$ cat config.mk
export PLATFORM = sky130hd
export DESIGN_NAME = prio_irq_select
export DESIGN_NICKNAME = d
export VERILOG_FILES = /design/src/rtl/prio_irq_select.sv
export SDC_FILE = /design/constraint.sdc
export NUM_CORES = 1
export LEC_CHECK = 0
export BUFFER_PORTS_ARGS = -buffer_cell sky130_fd_sc_hd__buf_2
export CAP_MARGIN = 30
export CORE_MARGIN = 3
export CORE_UTILIZATION = 45
export DETAILED_ROUTE_END_ITERATION = 8
export PLACE_DENSITY_LB_ADDON = 0.08
export SLEW_MARGIN = 20
export SYNTH_ARGS = -nofsm -noshare
export SYNTH_HDL_FRONTEND = slang
export SYNTH_SLANG_ARGS = --single-unit
$ cat constraint.sdc
create_clock -name clk_i -period 23.7 [get_ports clk_i]
set_clock_uncertainty 0.05 [all_clocks]
set_input_delay 2.37 -clock clk_i [delete_from_list [all_inputs] [get_ports clk_i]]
set_output_delay 2.37 -clock clk_i [all_outputs]
set_load 0.01 [all_outputs]
$ cat src/rtl/prio_irq_select.sv
module prio_irq_select #(
  parameter int NUM_LINES = 8,
  parameter int PRIO_W    = 4,
  localparam int IDX_W    = $clog2(NUM_LINES),
  localparam int WORD_W   = NUM_LINES * PRIO_W
) (
  input  logic              clk_i,
  input  logic              rst_ni,
  input  logic [NUM_LINES-1:0] irq_ni,
  input  logic [1:0]        reg_addr_i,
  input  logic              reg_we_i,
  input  logic [WORD_W-1:0] reg_wdata_i,
  output logic [WORD_W-1:0] reg_rdata_o,
  input  logic [PRIO_W-1:0] cpu_level_i,
  input  logic              ack_valid_i,
  input  logic [IDX_W-1:0]  ack_line_i,
  output logic              int_req_o,
  output logic [IDX_W-1:0]  int_line_o,
  output logic [PRIO_W-1:0] int_level_o
);

  localparam logic [1:0] A_PRIO = 2'd0;
  localparam logic [1:0] A_CTRL = 2'd1;
  localparam logic [1:0] A_MASK = 2'd2;

  logic [WORD_W-1:0]    prio_q;
  logic                 mode_q, mode_d;
  logic [NUM_LINES-1:0] lvl_q, lvl_d, mask_q, mask_d;
  logic [NUM_LINES-1:0] sync1_q, sync2_q, sync3_q;
  logic [NUM_LINES-1:0] pend_q, pend_d, hit, fall, set_v, clr_v;
  logic [PRIO_W-1:0]    fld [NUM_LINES];
  logic [PRIO_W-1:0]    best_lvl;
  logic [IDX_W-1:0]     best_idx;

  wire wr_prio = reg_we_i && (reg_addr_i == A_PRIO);
  wire wr_ctrl = reg_we_i && (reg_addr_i == A_CTRL);
  wire wr_mask = reg_we_i && (reg_addr_i == A_MASK);

  assign mode_d = wr_ctrl ? reg_wdata_i[NUM_LINES] : mode_q;
  assign lvl_d  = wr_ctrl ? reg_wdata_i[NUM_LINES-1:0] : lvl_q;
  assign mask_d = wr_mask ? reg_wdata_i[NUM_LINES-1:0] : mask_q;

  for (genvar n = 0; n < NUM_LINES; n++) begin : g_line
    assign fld[n] = prio_q[WORD_W-1-n*PRIO_W -: PRIO_W];
    assign hit[n] = ack_valid_i && (ack_line_i == IDX_W'(n));
  end

  assign fall   = sync3_q & ~sync2_q;
  assign set_v  = {NUM_LINES{mode_d}} & ~mask_d & ((lvl_q & ~sync2_q) | (~lvl_q & fall));
  assign clr_v  = hit | mask_d | {NUM_LINES{~mode_d}};
  assign pend_d = (pend_q | set_v) & ~clr_v;

  always_ff @(posedge clk_i or negedge rst_ni) begin
    if (!rst_ni) begin
      prio_q  <= '0;
      mode_q  <= 1'b0;
      lvl_q   <= '0;
      mask_q  <= '0;
      sync1_q <= '1;
      sync2_q <= '1;
      sync3_q <= '1;
      pend_q  <= '0;
    end else begin
      if (wr_prio) prio_q <= reg_wdata_i;
      mode_q  <= mode_d;
      lvl_q   <= lvl_d;
      mask_q  <= mask_d;
      sync1_q <= irq_ni;
      sync2_q <= sync1_q;
      sync3_q <= sync2_q;
      pend_q  <= pend_d;
    end
  end

  always_comb begin
    best_lvl = '0;
    best_idx = '0;
    for (int n = 0; n < NUM_LINES; n++) begin
      if (pend_q[n] && (fld[n] > best_lvl)) begin
        best_lvl = fld[n];
        best_idx = IDX_W'(n);
      end
    end
  end

  assign int_req_o   = mode_q && (best_lvl > cpu_level_i);
  assign int_line_o  = int_req_o ? best_idx : '0;
  assign int_level_o = int_req_o ? best_lvl : '0;

  always_comb begin
    reg_rdata_o = '0;
    case (reg_addr_i)
      A_PRIO: reg_rdata_o = prio_q;
      A_CTRL: begin
        reg_rdata_o[NUM_LINES-1:0] = lvl_q;
        reg_rdata_o[NUM_LINES]     = mode_q;
      end
      A_MASK: reg_rdata_o[NUM_LINES-1:0] = mask_q;
      default: reg_rdata_o = '0;
    endcase
  end

  AST_NO_WRITE_STABLE: assert property (@(posedge clk_i) disable iff (!rst_ni)
    !wr_prio |=> $stable(prio_q));
  AST_WINNER_NONZERO: assert property (@(posedge clk_i) disable iff (!rst_ni)
    int_req_o |-> (int_level_o != '0) && (int_level_o == fld[int_line_o]));
  AST_WINNER_PENDING: assert property (@(posedge clk_i) disable iff (!rst_ni)
    int_req_o |-> pend_q[int_line_o]);
  AST_ABOVE_CPU: assert property (@(posedge clk_i) disable iff (!rst_ni)
    int_req_o |-> (int_level_o > cpu_level_i));
  AST_MODE_OFF_EMPTY: assert property (@(posedge clk_i) disable iff (!rst_ni)
    !mode_q |-> (pend_q == '0));
  AST_ACK_CLEARS: assert property (@(posedge clk_i) disable iff (!rst_ni)
    ack_valid_i |=> !pend_q[$past(ack_line_i)]);
  AST_MASK_EMPTY: assert property (@(posedge clk_i) disable iff (!rst_ni)
    (pend_q & mask_q) == '0);

  for (genvar n = 0; n < NUM_LINES; n++) begin : g_hold
    AST_HELD: assert property (@(posedge clk_i) disable iff (!rst_ni)
      (pend_q[n] && !hit[n] && mode_d && !mask_d[n]) |=> pend_q[n]);
  end

endmodule

==> results of run 1 <==
-- Yosys cell counts, drive strengths merged (7+ instances only) --
cell / count / area share
nor2b: 7 / 0.0093
nor2: 29 / 0.023
clkbuf: 13 / 0.010
dfrtp: 57 / 0.30
o22ai: 11 / 0.015
a21oi: 14 / 0.015
dfstp: 24 / 0.13
nor3: 15 / 0.016
ha: 28 / 0.075
inv: 28 / 0.022
and2: 21 / 0.028
o21a: 7 / 0.011
nand4: 7 / 0.0093
mux2: 49 / 0.12
nand3: 7 / 0.0075
mux2i: 14 / 0.032
nand2: 33 / 0.026
o21ai: 32 / 0.034
-- registers in the layout (all words and copies together), names as in the netlist --
name	cells
fld	32
lvl_q	8
mask_q	8
mode_q	1
pend_q	8
sync1_q	8
sync2_q	8
sync3_q	8
-- power groups by stage --
stage | logic [mW] | registers (mW) | clock network [mW]
floorplan | 0.127 | 0.172 | 0
global placement | 0.163 | 0.181 | 0
detailed placement | 0.167 | 0.181 | 0
CTS | 0.168 | 0.178 | 0.108
global route | 0.188 | 0.182 | 0.114
finish | 0.167 | 0.178 | 0.105
-- worst register-to-register path, cell delays in order (launching register included) --
cell and delay [ns]:
dfrtp_1 0.45, mux2i_1 0.75, nor3_1 0.17
-- per-layer routing --
layer  global-route usage  vias up  part of all wire
li1                     -     1833                 -
met1                0.290     1810              0.46
met4               0.0667        0             0.011
met5                    0        -                 0
met2                0.345      104              0.48
met3               0.0412       10             0.049
-- cell type report --
type	count	share of cell area
Clock buffer	11	0.0297
Clock inverter	5	0.00822
Inverter	28	0.0192
Multi-Input combinational cell	330	0.448
Sequential cell	81	0.376
Tap cell	133	0.0304
Timing Repair Buffer	95	0.0886
-- cells by family after synthesis --
kind of cell	count (synthesis)	share of synthesized area
and+or+nand+nor	136	0.144
AOI/OAI and AO/OA	102	0.148
muxes	63	0.152
buffers and inverters	46	0.0402
xor gates and xnor gates	1	0.00346
DFF	81	0.437
adders and majority gates	28	0.0745
-- worst paths after layout --
kind | from | to | slack [ns] | cells past startpoint
min reg2reg | sync1_q[5]$_DFF_PN1_ | sync2_q[5]$_DFF_PN1_ | 0.31 | 0
max reg2reg | mode_q$_DFF_PN0_ | pend_q[6]$_DFF_PN0_ | 22.14 | 2
max in group asynchronous | rst_ni | pend_q[7]$_DFF_PN0_ | 20.70 | 2
max | pend_q[0]$_DFF_PN0_ | int_level_o[0] | 6.75 | 62
min | sync1_q[5]$_DFF_PN1_ | sync2_q[5]$_DFF_PN1_ | 0.31 | 0
min in group asynchronous | rst_ni | fld[9]$_DFFE_PN0P_ | 1.86 | 1
-- stage by stage --
step           setup WS (ns)  cells
4_1_cts                 6.89    683
3_5_place_dp            7.33    667
2_1_floorplan           8.95    457
3_3_place_gp            7.85    666
5_1_grt                 5.64    683
6_report                6.75    683
==> metrics.md, run 1 <==
| Metric | Value |
|---|---|
| Initial core utilization | `0.472` |
| Kind of start point of the critical path | `register` |
| Max cap viols | `0` |
| Post-detailed-route count of antenna-violating nets | `0` |
| DRT Pass-1 Iters | `4` |
| #FFs+latches synth | `81` |
| I/O Pins | `93` |
| F_max | `between 0.05 and 0.06 GHz` |
| PwrDens | `between 80 and 90 nW/um2` |
| Core Area | `roughly 10000 um2` |
| Most frequent cells in the layout | `91 x buf_2, 57 x dfrtp_1, 45 x mux2_2` |
| Syn Inst Count | `457` |
| Synth Cell Area | `4700 um2` |
| First-pass GRT wire length | `19000 um` |
| Slew at the pin with the worst max-slew slack | `between 0.9 and 1 ns` |
| TritonCTS Buffers | `9` |
| Commonest non-fill, non-tap cell in the layout | `buf_2` |
| Slew Viols, Final | `0` |
| Slew HR | `0.369` |
| Die ar. | `about 12000 um2` |
| Warnings, synthesis | `0` |
| Main synth FF type | `dfrtp_1` |
| Detailed-placement wirelength estimate | `9000 um` |
| Maximum vdd ir drop | `about 0.044 mV` |
| Bufs on Longest Clock Path | `2` |
| Cell leakage power | `~2.5 nW` |
| CTS Root Cell | `clkbuf_8` |
| Horiz. Die Dim | `approximately 110 um` |
| Fin crit share | `0.715` |
| Setup_tns | `0 ns` |
| Endpoints failing setup | `0` |
| Initial antenna violation count | `0` |
| Final instance area | `around 5500 um2` |
| Placed Instance Area | `around 5300 um2` |
| Global route overflow | `0` |
| Comb pwr share | `0.371` |
| Nets | `between 600 and 700` |
| # rows | `36` |
| Final hold vios | `0` |
| GP Congestion | `roughly 0.96` |
| Cts repair resizes | `0` |
| Synth Area per Inst | `around 10 um2` |
| CP max-delay cell | `o211ai_1` |
| Number of I/O port buffers | `between 90 and 100` |
| Critical Path RT | `21.28 ns` |
| CP endpoint kind | `primary output` |
| Worst EP arrival | `between 10 and 15 ns` |
| Final min period | `around 17 ns` |
| Status | `complete, no violations` |
| Number of flops mapped to enable cells by yosys | `0` |
| Cell mode on critical path | `ha_1` |
| Crit path buffers/inverters | `5` |
| Post-Synthesis Net Count | `538` |
| Core Util, Final | `0.550` |
| CTS Hold Bufs | `0` |
| Worst-Skew Late Latency | `around 0.36 ns` |
| Filler cells | `approximately 920` |
| CP max stage delay | `0.63 ns` |
| Htree depth | `3` |
| Wire per inst | `17.5 um` |
| Vias/cell | `roughly 5.5` |
| Crit-path max FO | `11` |
| Switch share | `0.372` |
| DRC Markers | `0` |
| Post-CTS repair timing setup buffer count | `0` |
| Ys async rst share | `1.00` |
| Sequential Area | `a little over 2000 um2` |
| Multi-input gate area | `2460 um2` |
| Final WL | `approximately 12000 um` |
| Diodes inserted | `0` |
| Register area share after synthesis | `0.437` |
| Cell variety after synth | `57` |
| CTS tree | `built` |
| Worst Hold Slack | `0.309 ns` |
| GRT Total Usage | `0.213` |
| Ratio of cells with drive above 1 in the final layout | `0.345` |
| Crit path kind | `register to primary output` |
| Worst hold path class | `register to register` |
| Seq pwr share | `0.396` |
| Die Ht | `approximately 110 um` |
| RSZ-0062 raised after global routing | `false` |
| Worst-path clk slew | `approximately 0.090 ns` |
| P_sw | `168 uW` |
| Worst path top cell family by delay | `compound AO/OA/AOI/OAI gates` |
| Total Power | `451 uW` |
| Power Internal | `between 200 and 300 uW` |
| Clock power frac | `0.234` |
| Initial DRC count | `between 150 and 200` |
| Vias in the first global route | `roughly 3700` |
| Largest net degree at the start of global routing | `60` |
| Clock Sinks | `81` |
| Area growth, synth to finish | `16.5%` |
| DR vias | `between 3000 and 4000` |
Note: power is estimated with default switching activity, not from simulation.
==> run 2, diff against run 1 <==
Clock period 23.7 ns to 14.4 ns, I/O delays scaled along.
==> metrics.md, run 2 (same netlist as run 1, synthesis figures left out) <==
| Metric | Value |
|---|---|
| DR vias | `a little under 4000` |
| Final min period | `around 14 ns` |
| PwrDens | `~140 nW/um2` |
| CP endpoint kind | `primary output` |
| Worst-Skew Late Latency | `between 0.3 and 0.4 ns` |
| Max reg flops | `32` |
| Worst hold path class | `register to register` |
| GP Congestion | `between 0.8 and 0.9` |
| Die Ht | `108 um` |
| Final hold vios | `0` |
| Core Area | `approximately 10000 um2` |
| Post-detailed-route count of antenna-violating nets | `0` |
| Maximum vdd ir drop | `0.0674 mV` |
| Fin crit share | `0.974` |
| I/O Pins | `93` |
| Reg2reg setup slack | `around 13 ns` |
| CTS Root Cell | `clkbuf_8` |
| Reg2Reg Depth | `2` |
| Slew Viols, Final | `0` |
| Largest net degree at the start of global routing | `52` |
| Htree depth | `3` |
| Horiz. Die Dim | `roughly 110 um` |
| Clock Sinks | `just over 80` |
| Max cap viols | `0` |
| Crit path kind | `register to primary output` |
| Number of I/O port buffers | `slightly above 90` |
| # rows | `36` |
| Cell leakage power | `around 2.8 nW` |
| Slew HR | `0.388` |
| R2r endpoint | `pend_q[0]$_DFF_PN0_` |
| CTS tree | `built` |
| Crit path buffers/inverters | `6` |
| R2R Path Start | `mode_q$_DFF_PN0_` |
| Detailed-placement wirelength estimate | `roughly 9000 um` |
| DRT Pass-1 Iters | `4` |
| Endpoints failing setup | `0` |
| Area growth, synth to finish | `30.1%` |
| Nets | `between 600 and 700` |
| Placed cells | `between 600 and 700` |
| Vias in the first global route | `3894` |
| Final WL | `about 13000 um` |
| Crit path depth | `62` |
| Worst-path clk slew | `approximately 0.1 ns` |
| Slew at the pin with the worst max-slew slack | `just under 0.9 ns` |
| Die ar. | `around 12000 um2` |
| GRT Total Usage | `0.214` |
| Vias/cell | `approximately 5.5` |
| Commonest non-fill, non-tap cell in the layout | `buf_2` |
| Cell mode on critical path | `ha_4` |
| Critical Path RT | `~13 ns` |
| TritonCTS Buffers | `9` |
| Kind of start point of the critical path | `register` |
| Wire per inst | `roughly 18 um` |
| Status | `complete, no violations` |
| Worst EP arrival | `12.54 ns` |
| CP max stage delay | `slightly below 0.5 ns` |
| Crit path from | `pend_q[0]$_DFF_PN0_` |
| Most frequent cells in the layout | `91 x buf_2, 56 x dfrtp_1, 41 x mux2_2` |
| Initial DRC count | `between 150 and 200` |
| CP max-delay cell | `or4_1` |
| Ratio of cells with drive above 1 in the final layout | `0.483` |
| Initial antenna violation count | `1` |
| First-pass GRT wire length | `19500 um` |
| DRC Markers | `0` |
| Global route overflow | `0` |
| Setup_tns | `0 ns` |
| Crit-path max FO | `7` |
| Worst path top cell family by delay | `compound AO/OA/AOI/OAI gates` |
| Bufs on Longest Clock Path | `2` |
| F_max | `slightly above 0.07 GHz` |
| Initial core utilization | `0.472` |
| Layout Cells excl Fill | `~710` |
| Critical path endpoint | `int_level_o[0]` |
run 2: changes by cell type in the layout (fill, tap and decap cells not counted), moves of 4 or more:
cell / previous run / this run
buf_4: 4 / 31
ha_1: 28 / 18
o21ai_0: 30 / 21
a21oi_1: 14 / 7
ha_4: 0 / 7
o21ai_2: 0 / 7
inv_1: 28 / 23
a21oi_2: 0 / 4
inv_2: 0 / 4
mux2_2: 45 / 41
mux2_4: 3 / 7
o22ai_1: 11 / 7
run 2: stage by stage:
step	utilization	area, um2	hold slack (ns)	worst slack, ns	power (mW)
5_1_grt	0.615	6120	0.313	-0.215	0.900
3_5_place_dp	0.534	5320	0.297	-0.271	0.577
3_3_place_gp	0.531	5290	0.296	0.159	0.566
4_1_cts	0.566	5640	0.312	0.00950	0.763
2_1_floorplan	-	4700	0.295	0.577	0.492
6_report	0.615	6120	0.311	0.374	0.844
run 2: worst min path at each step:
stage | startpoint | to | slack [ns] | cells past startpoint
global route | sync1_q[0]$_DFF_PN1_ | sync2_q[0]$_DFF_PN1_ | 0.31 | 0
detailed placement | sync1_q[7]$_DFF_PN1_ | sync2_q[7]$_DFF_PN1_ | 0.30 | 0
floorplan | sync1_q[0]$_DFF_PN1_ | sync2_q[0]$_DFF_PN1_ | 0.30 | 0
CTS | sync1_q[0]$_DFF_PN1_ | sync2_q[0]$_DFF_PN1_ | 0.31 | 0
finish | sync1_q[0]$_DFF_PN1_ | sync2_q[0]$_DFF_PN1_ | 0.31 | 0
global placement | sync1_q[2]$_DFF_PN1_ | sync2_q[2]$_DFF_PN1_ | 0.30 | 0
run 2: layout make-up:
class / count / area, um2
Inverter: 28 / 108
Antenna cell: 1 / 2.50
Clock inverter: 7 / 78.8
Fill cell: 842 / 3840
Sequential cell: 81 / 2060
Clock buffer: 9 / 124
Timing Repair Buffer: 125 / 738
Multi-Input combinational cell: 330 / 2840
Tap cell: 133 / 166
run 2: report_power, final:
part           total (mW)  internal [mW]  switching (mW)
clock network       0.171         0.0699           0.101
registers           0.297          0.261          0.0358
logic               0.376          0.184           0.191
run 2: what timing repair did:
| action | in CTS | in global routing |
|---|---|---|
| setup endpoints to repair | 8 | 8 |
| resized for setup | 15 | 74 |
| hold buffers | 0 | 0 |
| setup buffers | 6 | 21 |
| pin swaps | 6 | 31 |
run 2: routing by layer:
layer | track usage | wire [um] | vias up
met2 | 0.349 | 6380 | 101
met3 | 0.0388 | 476 | 12
met5 | 0 | 0 | -
li1 | - | - | 1883
met4 | 0.0694 | 161 | 0
met1 | 0.290 | 5710 | 1936
==> run 3, diff against run 2 <==
Settings changed: BUFFER_PORTS_ARGS -buffer_cell sky130_fd_sc_hd__buf_2 to -buffer_cell sky130_fd_sc_hd__buf_4, CTS_CLUSTER_SIZE set to 14, SLEW_MARGIN 20 to 10.
==> metrics.md, run 3 (same netlist as run 1, synthesis figures left out) <==
| Metric | Value |
|---|---|
| RSZ-0062 raised after global routing | `true` |
| Largest net degree at the start of global routing | `slightly below 70` |
| PwrDens | `between 100 and 150 nW/um2` |
| Pre-CTS WS | `-0.0140 ns` |
| Worst hold path class | `register to register` |
| Number of I/O port buffers | `92` |
| First-pass GRT wire length | `between 15000 and 20000 um` |
| Initial antenna violation count | `0` |
| R2R Path Start | `mode_q$_DFF_PN0_` |
| Reg2reg setup slack | `12.95 ns` |
| Worst-path clk slew | `approximately 0.080 ns` |
| DR vias | `around 3900` |
| Final min period | `13.91 ns` |
| Sequential Area | `just over 2000 um2` |
| Status | `complete, no violations` |
| Global route overflow | `0` |
| DRC Markers | `0` |
| Maximum vdd ir drop | `0.102 mV` |
| Max cap viols | `0` |
| GRT Total Usage | `0.218` |
| # rows | `36` |
| Ratio of cells with drive above 1 in the final layout | `0.453` |
| Max reg flops | `32` |
| Fin crit share | `0.966` |
| Multi-input gate area | `2770 um2` |
| Worst-Skew Late Latency | `0.37 ns` |
| CP endpoint kind | `primary output` |
| Vias in the first global route | `3783` |
| I/O Pins | `93` |
| GP Congestion | `a little over 0.9` |
| Hold Path End | `sync2_q[0]$_DFF_PN1_` |
| TritonCTS Buffers | `9` |
| Initial core utilization | `0.472` |
| Most frequent cells in the layout | `115 x buf_4, 56 x dfrtp_1, 42 x mux2_2` |
| Diodes inserted | `0` |
| CTS Root Cell | `clkbuf_8` |
| Detailed-placement wirelength estimate | `just under 9000 um` |
| Reg2Reg Depth | `3` |
| Cell mode on critical path | `ha_1` |
| Post-detailed-route count of antenna-violating nets | `0` |
| Filler cells | `871` |
| Slew HR | `0.436` |
| Final hold vios | `0` |
| Slew Viols, Final | `0` |
| Die ar. | `about 12000 um2` |
| CTS tree | `built` |
| Worst Hold Launch | `sync1_q[0]$_DFF_PN1_` |
| Final WL | `12600 um` |
| Critical Path RT | `approximately 13 ns` |
| Setup_tns | `0 ns` |
| Wire per inst | `around 18 um` |
| Crit path kind | `register to primary output` |
| CTS Hold Bufs | `0` |
| Slew at the pin with the worst max-slew slack | `around 0.85 ns` |
| Worst hold path depth | `0` |
| Vias/cell | `about 5.5` |
| Worst setup slack after layout | `0.492 ns` |
| Htree depth | `3` |
| Bufs on Longest Clock Path | `2` |
| CP max-delay cell | `or4_4` |
| Crit-path max FO | `6` |
| Clock Sinks | `81` |
| Commonest non-fill, non-tap cell in the layout | `buf_4` |
| CP max stage delay | `roughly 0.52 ns` |
| F_max | `0.0719 GHz` |
| Core Area | `9950 um2` |
| Kind of start point of the critical path | `register` |
| Worst EP arrival | `~12 ns` |
| Nets | `650` |
| R2r endpoint | `pend_q[0]$_DFF_PN0_` |
| Horiz. Die Dim | `approximately 110 um` |
| Initial DRC count | `between 150 and 200` |
| Cell leakage power | `approximately 2.8 nW` |
| DRT Pass-1 Iters | `4` |
| Endpoints failing setup | `0` |
| Area growth, synth to finish | `31.8%` |
| Die Ht | `108 um` |
-- run 3: cell types whose count changed in the layout (fill, tap and decap cells not counted), moves of 3 or more --
cell,before,now
ha_4,7,4
ha_1,18,22
inv_8,4,0
inv_6,1,4
o21ai_1,4,7
o21ai_2,7,4
buf_4,31,115
inv_1,23,26
buf_2,91,0
-- run 3: repair_timing --
item / CTS / global route
endpoints found under the setup margin: 8 / 8
pin swaps: 4 / 25
buffers inserted: 5 / 11
resized for setup: 11 / 63
-- run 3: cell type report --
cell class | count | share of cell area
clock buffers | 11 | 0.0244
clock inverters | 5 | 0.00686
inverters | 28 | 0.0170
multi-input cells | 330 | 0.447
flip-flops and latches | 81 | 0.332
well taps | 133 | 0.0268
repair buffers | 119 | 0.146
-- run 3: stage by stage --
step,hold slack [ns],area (um2),util,total power [mW],std cells
after floorplan,0.295,4700,-,0.492,457
after global placement,0.295,5540,0.557,0.582,673
after detailed placement,0.297,5550,0.558,0.590,674
after CTS,0.311,5830,0.586,0.769,695
after global routing,0.313,6200,0.623,0.892,707
final,0.308,6200,0.623,0.835,707
-- run 3: worst max path at each step --
stage,slack (ns),to,from,cells past startpoint
3_5_place_dp,-0.01,int_level_o[0],pend_q[0]$_DFF_PN0_,62
6_report,0.49,int_level_o[0],pend_q[0]$_DFF_PN0_,63
4_1_cts,0.001,int_line_o[0],pend_q[0]$_DFF_PN0_,63
2_1_floorplan,0.58,int_level_o[0],pend_q[0]$_DFF_PN0_,62
3_3_place_gp,0.36,int_line_o[2],pend_q[0]$_DFF_PN0_,60
5_1_grt,-0.15,int_level_o[1],pend_q[0]$_DFF_PN0_,60
-- run 3: where the power goes --
group	internal, mW	switching, mW
Combinational	0.185	0.187
Clock	0.0745	0.0907
Sequential	0.261	0.0362
-- run 3: per-layer routing --
metal / global-route usage / part of all wire
met1: 0.285 / 0.44
met5: 0 / 0
met3: 0.0490 / 0.046
met2: 0.369 / 0.51
met4: 0.0541 / 0.0090
-- run 3: worst max-delay path, delay by kind of cell (launching register included) --
| family | cells | cell delay, ns |
|---|---|---|
| fa+ha+maj | 8 | 2.18 |
| compound gates | 29 | 4.87 |
| flops | 1 | 0.45 |
| mux | 3 | 1.00 |
| buf+inv | 7 | 0.79 |
| simple gates | 16 | 2.75 |
